### src/rtl/adc_hp_pkg.sv
package adc_hp_pkg;
  localparam int unsigned NUM_CH = 2;
  localparam int unsigned CH_L = 0;
  localparam int unsigned CH_R = 1;
  typedef logic [NUM_CH-1:0] ch_mask_t;
endpackage

### src/rtl/hp_mode_decode.sv
module hp_mode_decode
  import adc_hp_pkg::*;
(
  input  logic     side_sel_i,
  input  logic     hp_off_i,
  output ch_mask_t en_o
);
  always_comb begin
    if (side_sel_i) begin
      en_o[CH_L] = ~hp_off_i;
      en_o[CH_R] = hp_off_i;
    end else begin
      en_o[CH_L] = ~hp_off_i;
      en_o[CH_R] = ~hp_off_i;
    end
  end
endmodule

### src/rtl/dc_offset_est.sv
module dc_offset_est #(
  parameter int unsigned DATA_W  = 16,
  parameter int unsigned SHIFT_K = 10
) (
  input  logic                     clk_i,
  input  logic                     rst_ni,
  input  logic                     valid_i,
  input  logic                     en_i,
  input  logic                     store_i,
  input  logic signed [DATA_W-1:0] x_i,
  output logic signed [DATA_W-1:0] est_o
);
  localparam int unsigned ACC_W = DATA_W + SHIFT_K + 1;

  logic signed [ACC_W-1:0]  acc_q;
  logic signed [ACC_W-1:0]  acc_sh;
  logic signed [ACC_W-1:0]  x_ext;
  logic signed [DATA_W-1:0] est_raw;

  assign acc_sh  = acc_q >>> SHIFT_K;
  assign est_raw = acc_sh[DATA_W-1:0];
  assign x_ext   = {{(ACC_W-DATA_W){x_i[DATA_W-1]}}, x_i};
  // a cleared estimate is seen as zero at once
  assign est_o   = (en_i || store_i) ? est_raw : '0;

  always_ff @(posedge clk_i or negedge rst_ni) begin
    if (!rst_ni) begin
      acc_q <= '0;
    end else if (!en_i && !store_i) begin
      acc_q <= '0;
    end else if (valid_i && en_i) begin
      acc_q <= acc_q + x_ext - acc_sh;
    end
  end
endmodule

### src/rtl/hp_sat_path.sv
module hp_sat_path #(
  parameter int unsigned DATA_W = 16
) (
  input  logic signed [DATA_W-1:0] x_i,
  input  logic signed [DATA_W-1:0] est_i,
  input  logic                     inv_i,
  output logic signed [DATA_W-1:0] y_o
);
  localparam logic signed [DATA_W-1:0] MAX_V = {1'b0, {(DATA_W-1){1'b1}}};
  localparam logic signed [DATA_W-1:0] MIN_V = {1'b1, {(DATA_W-1){1'b0}}};

  logic signed [DATA_W:0]   diff;
  logic signed [DATA_W-1:0] hp_y;

  assign diff = {x_i[DATA_W-1], x_i} - {est_i[DATA_W-1], est_i};

  always_comb begin
    if (diff[DATA_W] != diff[DATA_W-1]) hp_y = diff[DATA_W] ? MIN_V : MAX_V;
    else                                hp_y = diff[DATA_W-1:0];
  end

  always_comb begin
    if (!inv_i)              y_o = hp_y;
    else if (hp_y == MIN_V)  y_o = MAX_V;
    else                     y_o = -hp_y;
  end
endmodule

### src/rtl/adc_hp_polarity.sv
module adc_hp_polarity
  import adc_hp_pkg::*;
#(
  parameter int unsigned DATA_W  = 16,
  parameter int unsigned SHIFT_K = 10
) (
  input  logic                     clk_i,
  input  logic                     rst_ni,
  input  logic                     valid_i,
  input  logic signed [DATA_W-1:0] left_i,
  input  logic signed [DATA_W-1:0] right_i,
  input  logic                     side_sel_i,
  input  logic                     hp_off_i,
  input  logic                     store_ofs_i,
  input  logic [1:0]               pol_i,
  output logic                     valid_o,
  output logic signed [DATA_W-1:0] left_o,
  output logic signed [DATA_W-1:0] right_o
);
  ch_mask_t                 ch_en;
  logic signed [DATA_W-1:0] x_ch   [NUM_CH];
  logic signed [DATA_W-1:0] est_ch [NUM_CH];
  logic signed [DATA_W-1:0] y_ch   [NUM_CH];
  logic signed [DATA_W-1:0] out_q  [NUM_CH];
  logic                     valid_q;

  assign x_ch[CH_L] = left_i;
  assign x_ch[CH_R] = right_i;

  hp_mode_decode u_dec (
    .side_sel_i (side_sel_i),
    .hp_off_i   (hp_off_i),
    .en_o       (ch_en)
  );

  for (genvar c = 0; c < NUM_CH; c++) begin : g_ch
    dc_offset_est #(.DATA_W(DATA_W), .SHIFT_K(SHIFT_K)) u_est (
      .clk_i   (clk_i),
      .rst_ni  (rst_ni),
      .valid_i (valid_i),
      .en_i    (ch_en[c]),
      .store_i (store_ofs_i),
      .x_i     (x_ch[c]),
      .est_o   (est_ch[c])
    );

    hp_sat_path #(.DATA_W(DATA_W)) u_path (
      .x_i   (x_ch[c]),
      .est_i (est_ch[c]),
      .inv_i (pol_i[c]),
      .y_o   (y_ch[c])
    );

    always_ff @(posedge clk_i or negedge rst_ni) begin
      if (!rst_ni)      out_q[c] <= '0;
      else if (valid_i) out_q[c] <= y_ch[c];
    end
  end

  always_ff @(posedge clk_i or negedge rst_ni) begin
    if (!rst_ni) valid_q <= 1'b0;
    else         valid_q <= valid_i;
  end

  assign valid_o = valid_q;
  assign left_o  = out_q[CH_L];
  assign right_o = out_q[CH_R];
endmodule

### config.mk
export PLATFORM = sky130hd
export DESIGN_NAME = adc_hp_polarity
export DESIGN_NICKNAME = d
export VERILOG_FILES = /design/src/rtl/adc_hp_pkg.sv /design/src/rtl/hp_mode_decode.sv /design/src/rtl/dc_offset_est.sv /design/src/rtl/hp_sat_path.sv /design/src/rtl/adc_hp_polarity.sv
export SDC_FILE = /design/constraint.sdc
export NUM_CORES = 1
export LEC_CHECK = 0
export BUFFER_PORTS_ARGS = -buffer_cell sky130_fd_sc_hd__buf_2
export CAP_MARGIN = 20
export CORE_MARGIN = 1
export CORE_UTILIZATION = 39
export CTS_BUF_LIST = sky130_fd_sc_hd__clkbuf_16
export DETAILED_ROUTE_END_ITERATION = 12
export GPL_TIMING_DRIVEN = 0
export SYNTH_ARGS = -nofsm -noshare
export SYNTH_HDL_FRONTEND = slang
export SYNTH_SLANG_ARGS = --single-unit
### constraint.sdc
create_clock -name clk_i -period 4.9 [get_ports clk_i]
set_input_delay 0.49 -clock clk_i [delete_from_list [all_inputs] [get_ports clk_i]]
set_output_delay 0.49 -clock clk_i [all_outputs]
set_load 0.01 [all_outputs]
-- Word-level counts from Yosys, hierarchy flattened
Cells that the tools add are included.
- multiplexer cells: 15
- reductions and logical operators: 11
- $add $sub $neg: 8
- eq/ne operators: 4
- bitwise operators: 1
- operator list (cell ; count):
    $mux 16 ; 10
    $mux 27 ; 4
    $add 27x16->27 ; 2
    $sub 27x17->27 ; 2
    $sub 16x16->17 ; 2
    $eq 16x16->1 const B ; 2
    $neg 16->16 ; 2
    $logic_and 1x1->1 ; 4
    $reduce_bool 2->1 ; 2
    $logic_not 1->1 ; 3
    $logic_or 1x1->1 ; 2
    $mux 2 ; 1
    $ne 1x1->1 ; 2
    $not 1->1 ; 1
- bits in registers: 87
- output and inout port bits: 33
- word-level logic and storage cells: 44
- bits of input ports: 40

-- Logic depth before layout (Yosys ltp)
- depth after elaboration: 10
- gate-level depth with buffers: 23

-- Modules after synthesis
Synthesis repeated with hierarchy kept, for this count alone.
- cells, all modules: 1534
- area total of the unflattened synthesis: 12062.8 um2
- modules (own cells, without submodules) (module ; cells an instance ; instances ; sequential area each (um2) ; area each (um2)):
    dc_offset_est at g_ch[1].u_est ; 425 ; 1 ; 675.6 ; 3331.9
    dc_offset_est at g_ch[0].u_est ; 417 ; 1 ; 675.6 ; 3303.2
    hp_sat_path at g_ch[0].u_path ; 318 ; 1 ; 0.0 ; 2065.7
    hp_sat_path at g_ch[1].u_path ; 303 ; 1 ; 0.0 ; 1979.4
    adc_hp_polarity ; 69 ; 1 ; 825.8 ; 1370.1
    hp_mode_decode ; 2 ; 1 ; 0.0 ; 12.5

-- Worst setup path before layout
OpenSTA, ideal clock, no wires.
- path kind: input-to-reg
- start point: input side_sel_i
- end point: register out_q, in the netlist right_o[0]
- path buffers: 4
- setup time: 0.077 ns
- setup slack: 0.005 ns
- data required time: 4.823 ns
- stages: 22
- arrival time: 4.818 ns
- cells stage by stage: xnor2_1 > or2_2 > clkbuf_1 > clkbuf_1 > nand2_1 > fa_1 > a211oi_1 > o21ai_1 > nand3_1 > o211a_1 > nor4_1 > or2_2 > clkbuf_1 > o21ai_0 > ha_1 > inv_1 > nor3_1 > o221ai_1 > a211o_1 > and2_1 > clkbuf_1 > a21oi_1
- longest elaborated chain between the ends: 9
- elaborated cells between the ends (all ways): 11
- those cells by class: add/sub: 2; eq/ne: 2; mux: 6; reduce/logical: 1
- ends and longest elaborated chain (what ; RTL line ; source):
    start, declared ; adc_hp_polarity.sv:12 ; input logic side_sel_i,
    $mux 2 * ; hp_mode_decode.sv:9 ; if (side_sel_i) begin
    $logic_or 1x1->1 * ; dc_offset_est.sv:24 ; assign est_o = (en_i || store_i) ? est_raw : '0;
    $mux 16 * ; dc_offset_est.sv:24 ;
    $sub 16x16->17 * ; hp_sat_path.sv:15 ; assign diff = {x_i[DATA_W-1], x_i} - {est_i[DATA_W-1], est_i};
    $mux 16 or $ne 1x1->1 (tied branches) ; hp_sat_path.sv:18 ; if (diff[DATA_W] != diff[DATA_W-1]) hp_y = diff[DATA_W] ? MIN_V : MAX_V;
    $mux 16 * ; hp_sat_path.sv:18 ;
    $neg 16->16 or $eq 16x16->1 (tied branches) ; hp_sat_path.sv:25, hp_sat_path.sv:24 ;
    $mux 16 ; hp_sat_path.sv:24 ; else if (hp_y == MIN_V) y_o = MAX_V;
    $mux 16 * ; hp_sat_path.sv:23 ; if (!inv_i) y_o = hp_y;
    end signal, assigned by index ; adc_hp_polarity.sv:56 ; else if (valid_i) out_q[c] <= y_ch[c];
    end, declared ; adc_hp_polarity.sv:24 ; logic signed [DATA_W-1:0] out_q [NUM_CH];
Every way passes the cells marked *; elsewhere a longest branch is shown, timed or not.
A chain may end at the register's enable or synchronous reset.

-- Worst setup path after layout
- start point: input hp_off_i
- end point: register out_q, in the netlist right_o[0]
- longest elaborated chain between the ends: 10
- elaborated cells between the ends (all ways): 12
- those cells by class: add/sub: 2; eq/ne: 2; mux: 6; bitwise: 1; reduce/logical: 1
- ends and longest elaborated chain (what ; RTL line ; source):
    start, declared ; adc_hp_polarity.sv:13 ; input logic hp_off_i,
    $not 1->1 ; hp_mode_decode.sv:14 ; en_o[CH_R] = ~hp_off_i;
    $mux 2 * ; hp_mode_decode.sv:9 ;
    $logic_or 1x1->1 * ; dc_offset_est.sv:24 ;
    $mux 16 * ; dc_offset_est.sv:24 ;
    $sub 16x16->17 * ; hp_sat_path.sv:15 ;
    $mux 16 or $ne 1x1->1 (tied branches) ; hp_sat_path.sv:18 ;
    $mux 16 * ; hp_sat_path.sv:18 ;
    $neg 16->16 or $eq 16x16->1 (tied branches) ; hp_sat_path.sv:25, hp_sat_path.sv:24 ;
    $mux 16 ; hp_sat_path.sv:24 ;
    $mux 16 * ; hp_sat_path.sv:23 ;
Marked as above.

==> results.txt <==
- Once detail routing completed, the nets flagged for antenna violations numbered 0.
- TritonCTS built the clock tree.
- The finished cells cover 12040 um^2.
* Growth of design area from synthesis to finish: 11.60%
- In this run, the number of DRC markers left after iteration 0 of detailed routing was 631.
- Die Footprint: 28320 um^2
- Residual overflow from global routing: 0
- Of all cell types, the one taking the most synthesized area is dfrtp_1.
- IR analysis of the VDD net gives a maximum drop of ~0.39 mV.
- Register bit count reported by yosys: 87
- The number of different library cells used by synthesis comes to 87.
- Across all register-to-register paths, the minimum setup slack is 460 ps.
- Worst-case clock buffer depth: 2
- Number of buffers inserted by hold repair at cts: 0
* Worst hold-check slack: roughly 55 ps
- Crit path required time: roughly 5200 ps
- Reg clk slew, reported paths: 80 ps
* Detailed-route vias per instance: 5.484
* Slowest stage delay, CP: ~370 ps
- The max-slew violation total from the final report came to 0.
* Depth of the worst register-to-register path: 18
* Post-synth net total: 1556
- Number of global-route vias before repair: ~9500
- The root buffer cell chosen for the clock tree is clkbuf_16.
- Max transition margin: roughly half
- Sum of net half-perimeters after detailed placement: 23410 um
- For this run, the detailed router's first-pass iteration total came to 6.
- Placed cell count: roughly 1800
- The floorplan has 60 rows.
- Outcome: complete, no violations
- Final critical path time including I/O delays and setup: ~4600 ps
- Once placement finished, the instance area stood at 11600 um^2.
* Critical Path End Type: flip-flop
- Pin count of the biggest net entering global routing: 62
* Cell Pwr Density: about 800 nW/um^2
- Fmax achieved: 0.2165 GHz
- Final Skew: 19.61 ps
- Final WS setup: 281.9 ps
- In this run the horizontal extent of the chip is 168.3 um.
- DRC: 0
- The worst setup path is launched from an input pin.
- RD Place Congestion: 0.9319
- LEAKAGE: between 5 and 6 nW
- Final period utilization: 94.25%
- At the later pin of the worst-skew pair, clock insertion delay measures 370 ps.
- Number of primary I/O pins: 73
* CORE AREA: 27030 um^2
* Placement Setup Slack: -1683 ps
* Aggregate routed wire length: about 30000 um
* Number of antenna violations at the first check in global routing: 1
- For this design, the sink count on the clock tree is 87.
- The number of hold violations in the final report is 0.
- Detailed routing inserted a total of 9861 vias.
- Of all flip-flops after synthesis, the portion carrying an async set or reset was 100.0%.
* Cell count after synthesis: 1371
* Average routed wire per standard cell: 16.51 um
- The initial utilization of the core area, before any placement, comes to 39.91%.
* Fraction of final layout cells sized beyond drive strength 1: 10.16%
- Seq/Total Area, Yosys: about a fifth
* Number of max-capacitance violations reported: 0
- The synthesized design contains 0 enable-type register cells.
* Total of fill cells in the finished design: 2797
- Final number of setup-violating endpoints: 0
- Number of warnings printed during yosys synthesis: 0
- RSZ-0062 raised after global routing: no
- Critical path's slowest cell: a211o_1
- Combined area of all synthesized cells: 10790 um^2
- The clock tree synthesis step divided the H-tree into 3 levels.
- Maximum fanout count along the critical path: 10
- Dividing the synthesized area by the synthesized cell count gives 7.867 um^2.
- Cells fill 44.54% of the core in the end.
* Prevailing post-synth register cell: dfrtp_1
* Startpoint of the worst-slack reg-to-reg timing path: g_ch[0].u_est.acc_q[10]
* Input/output buffers: 72
* Crit path arrival time: 4910 ps
- The min-delay analysis places its worst path in the category input pin to asynchronous set/reset pin.
- Walking the worst path, the cells encountered are buf_2, xnor2_4, or2_4, buf_4, nand2_1, ha_1, a21o_1, a211o_1, o211a_1, o211ai_1, nand3_1, and2_1, clkbuf_2, nand2_1, ha_1, inv_1, nor3_2, o221ai_1, a211o_1, and2_4, a21oi_1.
* Tot GR Track Use: around 22%
* Top area cells in the synthesized netlist: dfrtp_1 20%, ha_1 11%, fa_1 10%, inv_1 7.7%, o21ai_0 5.1%
- The synthesized design devotes to its leading area cell type 20.19% of total area.
- Clock buffers created by TritonCTS: 9
- Wire length of the first global-routing pass: 49080 um
- Die height: about 170 um
- End of the worst register-to-register path: left_o[6]
- Once layout is complete, the cells apart from fillers number about 1800.
- The final layout contains between 1500 and 2000 nets.
- Setup Crit Path Kind: input pin to flip-flop
- Transition at the pin with the smallest max-transition slack: 754.0 ps
[routing by layer]
metal | vias to the layer above | wire, um | part of all wire [%] | global-route usage (%)
met4 | 0 | 487 | 1.6 | 5.099
met5 | - | 0 | 0 | 0
met1 | 4750 | 14260 | 48 | 29.51
met2 | 198 | 13750 | 46 | 35.90
li1 | 4877 | - | - | -
met3 | 36 | 1197 | 4.0 | 2.703
[worst max-delay path by stage]
stage                            from     endpoint  slack [ps]  depth (start not counted)
after floorplan            side_sel_i   right_o[0]           5                         22
after global placement       hp_off_i  right_o[12]       -1660                         24
after detailed placement     hp_off_i  right_o[12]       -1680                         24
after CTS                 store_ofs_i   left_o[15]           5                         20
after global routing         hp_off_i  right_o[10]          10                         21
final                        hp_off_i   right_o[0]         280                         21
[stage by stage]
step | TNS, ps | power, mW
6_report | 0 | 9.607
5_1_grt | 0 | 10.68
4_1_cts | 0 | 9.567
3_5_place_dp | -43130 | 8.728
3_3_place_gp | -42690 | 8.630
2_1_floorplan | 0 | 7.117
[layout make-up]
cell class	count	area, um^2	area share, %
diodes	1	2.502	0.02079
repair buffers	77	420.4	3.493
inverters	222	833.3	6.923
well taps	341	426.7	3.545
clock buffers	9	225.2	1.871
plain buffers	40	178.9	1.486
flip-flops and latches	87	2177	18.09
multi-input cells	1014	7697	63.95
clock inverters	7	75.07	0.6237
[worst max-delay path: cells and delay by family]
kind	cells	cell delay, ps
AOI/OAI and AO/OA	7	1690
xor gates and xnor gates	1	200
adders and majority gates	2	560
buffers and inverters	4	680
and+or+nand+nor	7	1280
[synthesized netlist by cell type (all sizes together), types with 15 or more instances]
library cell and number:
a211oi 17, a21o 32, a21oi 92, a31oi 26, clkbuf 44, dfrtp 87
fa 54, ha 91, inv 222, nand2 130, nand2b 16, nand3 31
nor2 86, nor3 15, o21ai 113, xnor2 58, xor2 30
[sequential cells by signal, summed over array words and instances, names as in the netlist]
signal and count:
g_ch.u_est.acc_q 54, left_o 16, right_o 16, valid_o 1
[report_power, final]
group	leakage, nW	total, mW	switching (mW)	internal [mW]
logic	4.47	7.52	4.32	3.20
clock network	0.144	0.751	0.388	0.363
registers	1.07	1.34	0.297	1.04
[kinds of logic (layout without fill, tap and decap cells)]
logic type | Yosys count | after routing | synth area share (%)
XOR/XNOR | 88 | 88 | 7.216
adder cells (fa/ha/maj) | 157 | 157 | 21.71
multiplexers | 6 | 6 | 0.5569
flip-flops | 87 | 87 | 20.19
other | 0 | 1 | 0
AND/OR/NAND/NOR | 356 | 356 | 15.77
AO/OA/AOI/OAI | 407 | 407 | 25.08
buffers and inverters | 270 | 355 | 9.490
[layout by cell type, fill, tap and decap left out, types with 9 or more instances in the layout]
cell type	count
xor2_1	30
and2_1	10
ha_1	90
nor2b_1	10
nand2b_1	15
a21o_1	32
a21oi_1	88
maj3_1	11
dfrtp_1	87
or3_1	11
nand3_1	31
clkbuf_16	9
nor2_1	84
a31oi_1	24
o21ai_0	106
o211a_1	9
clkbuf_1	29
inv_1	222
and3_1	9
o211ai_1	14
a211oi_1	14
nor3_1	13
nand2_1	129
fa_1	54
buf_2	73
xnor2_1	56
[timing repair]
action                     4_1_cts  5_1_grt
setup buffers                    4        0
resized for setup               20       24
pin swaps                        2        3
setup endpoints to repair       32       32
gates cloned                     0        0
No activity file was read; power rests on OpenSTA's default activity.
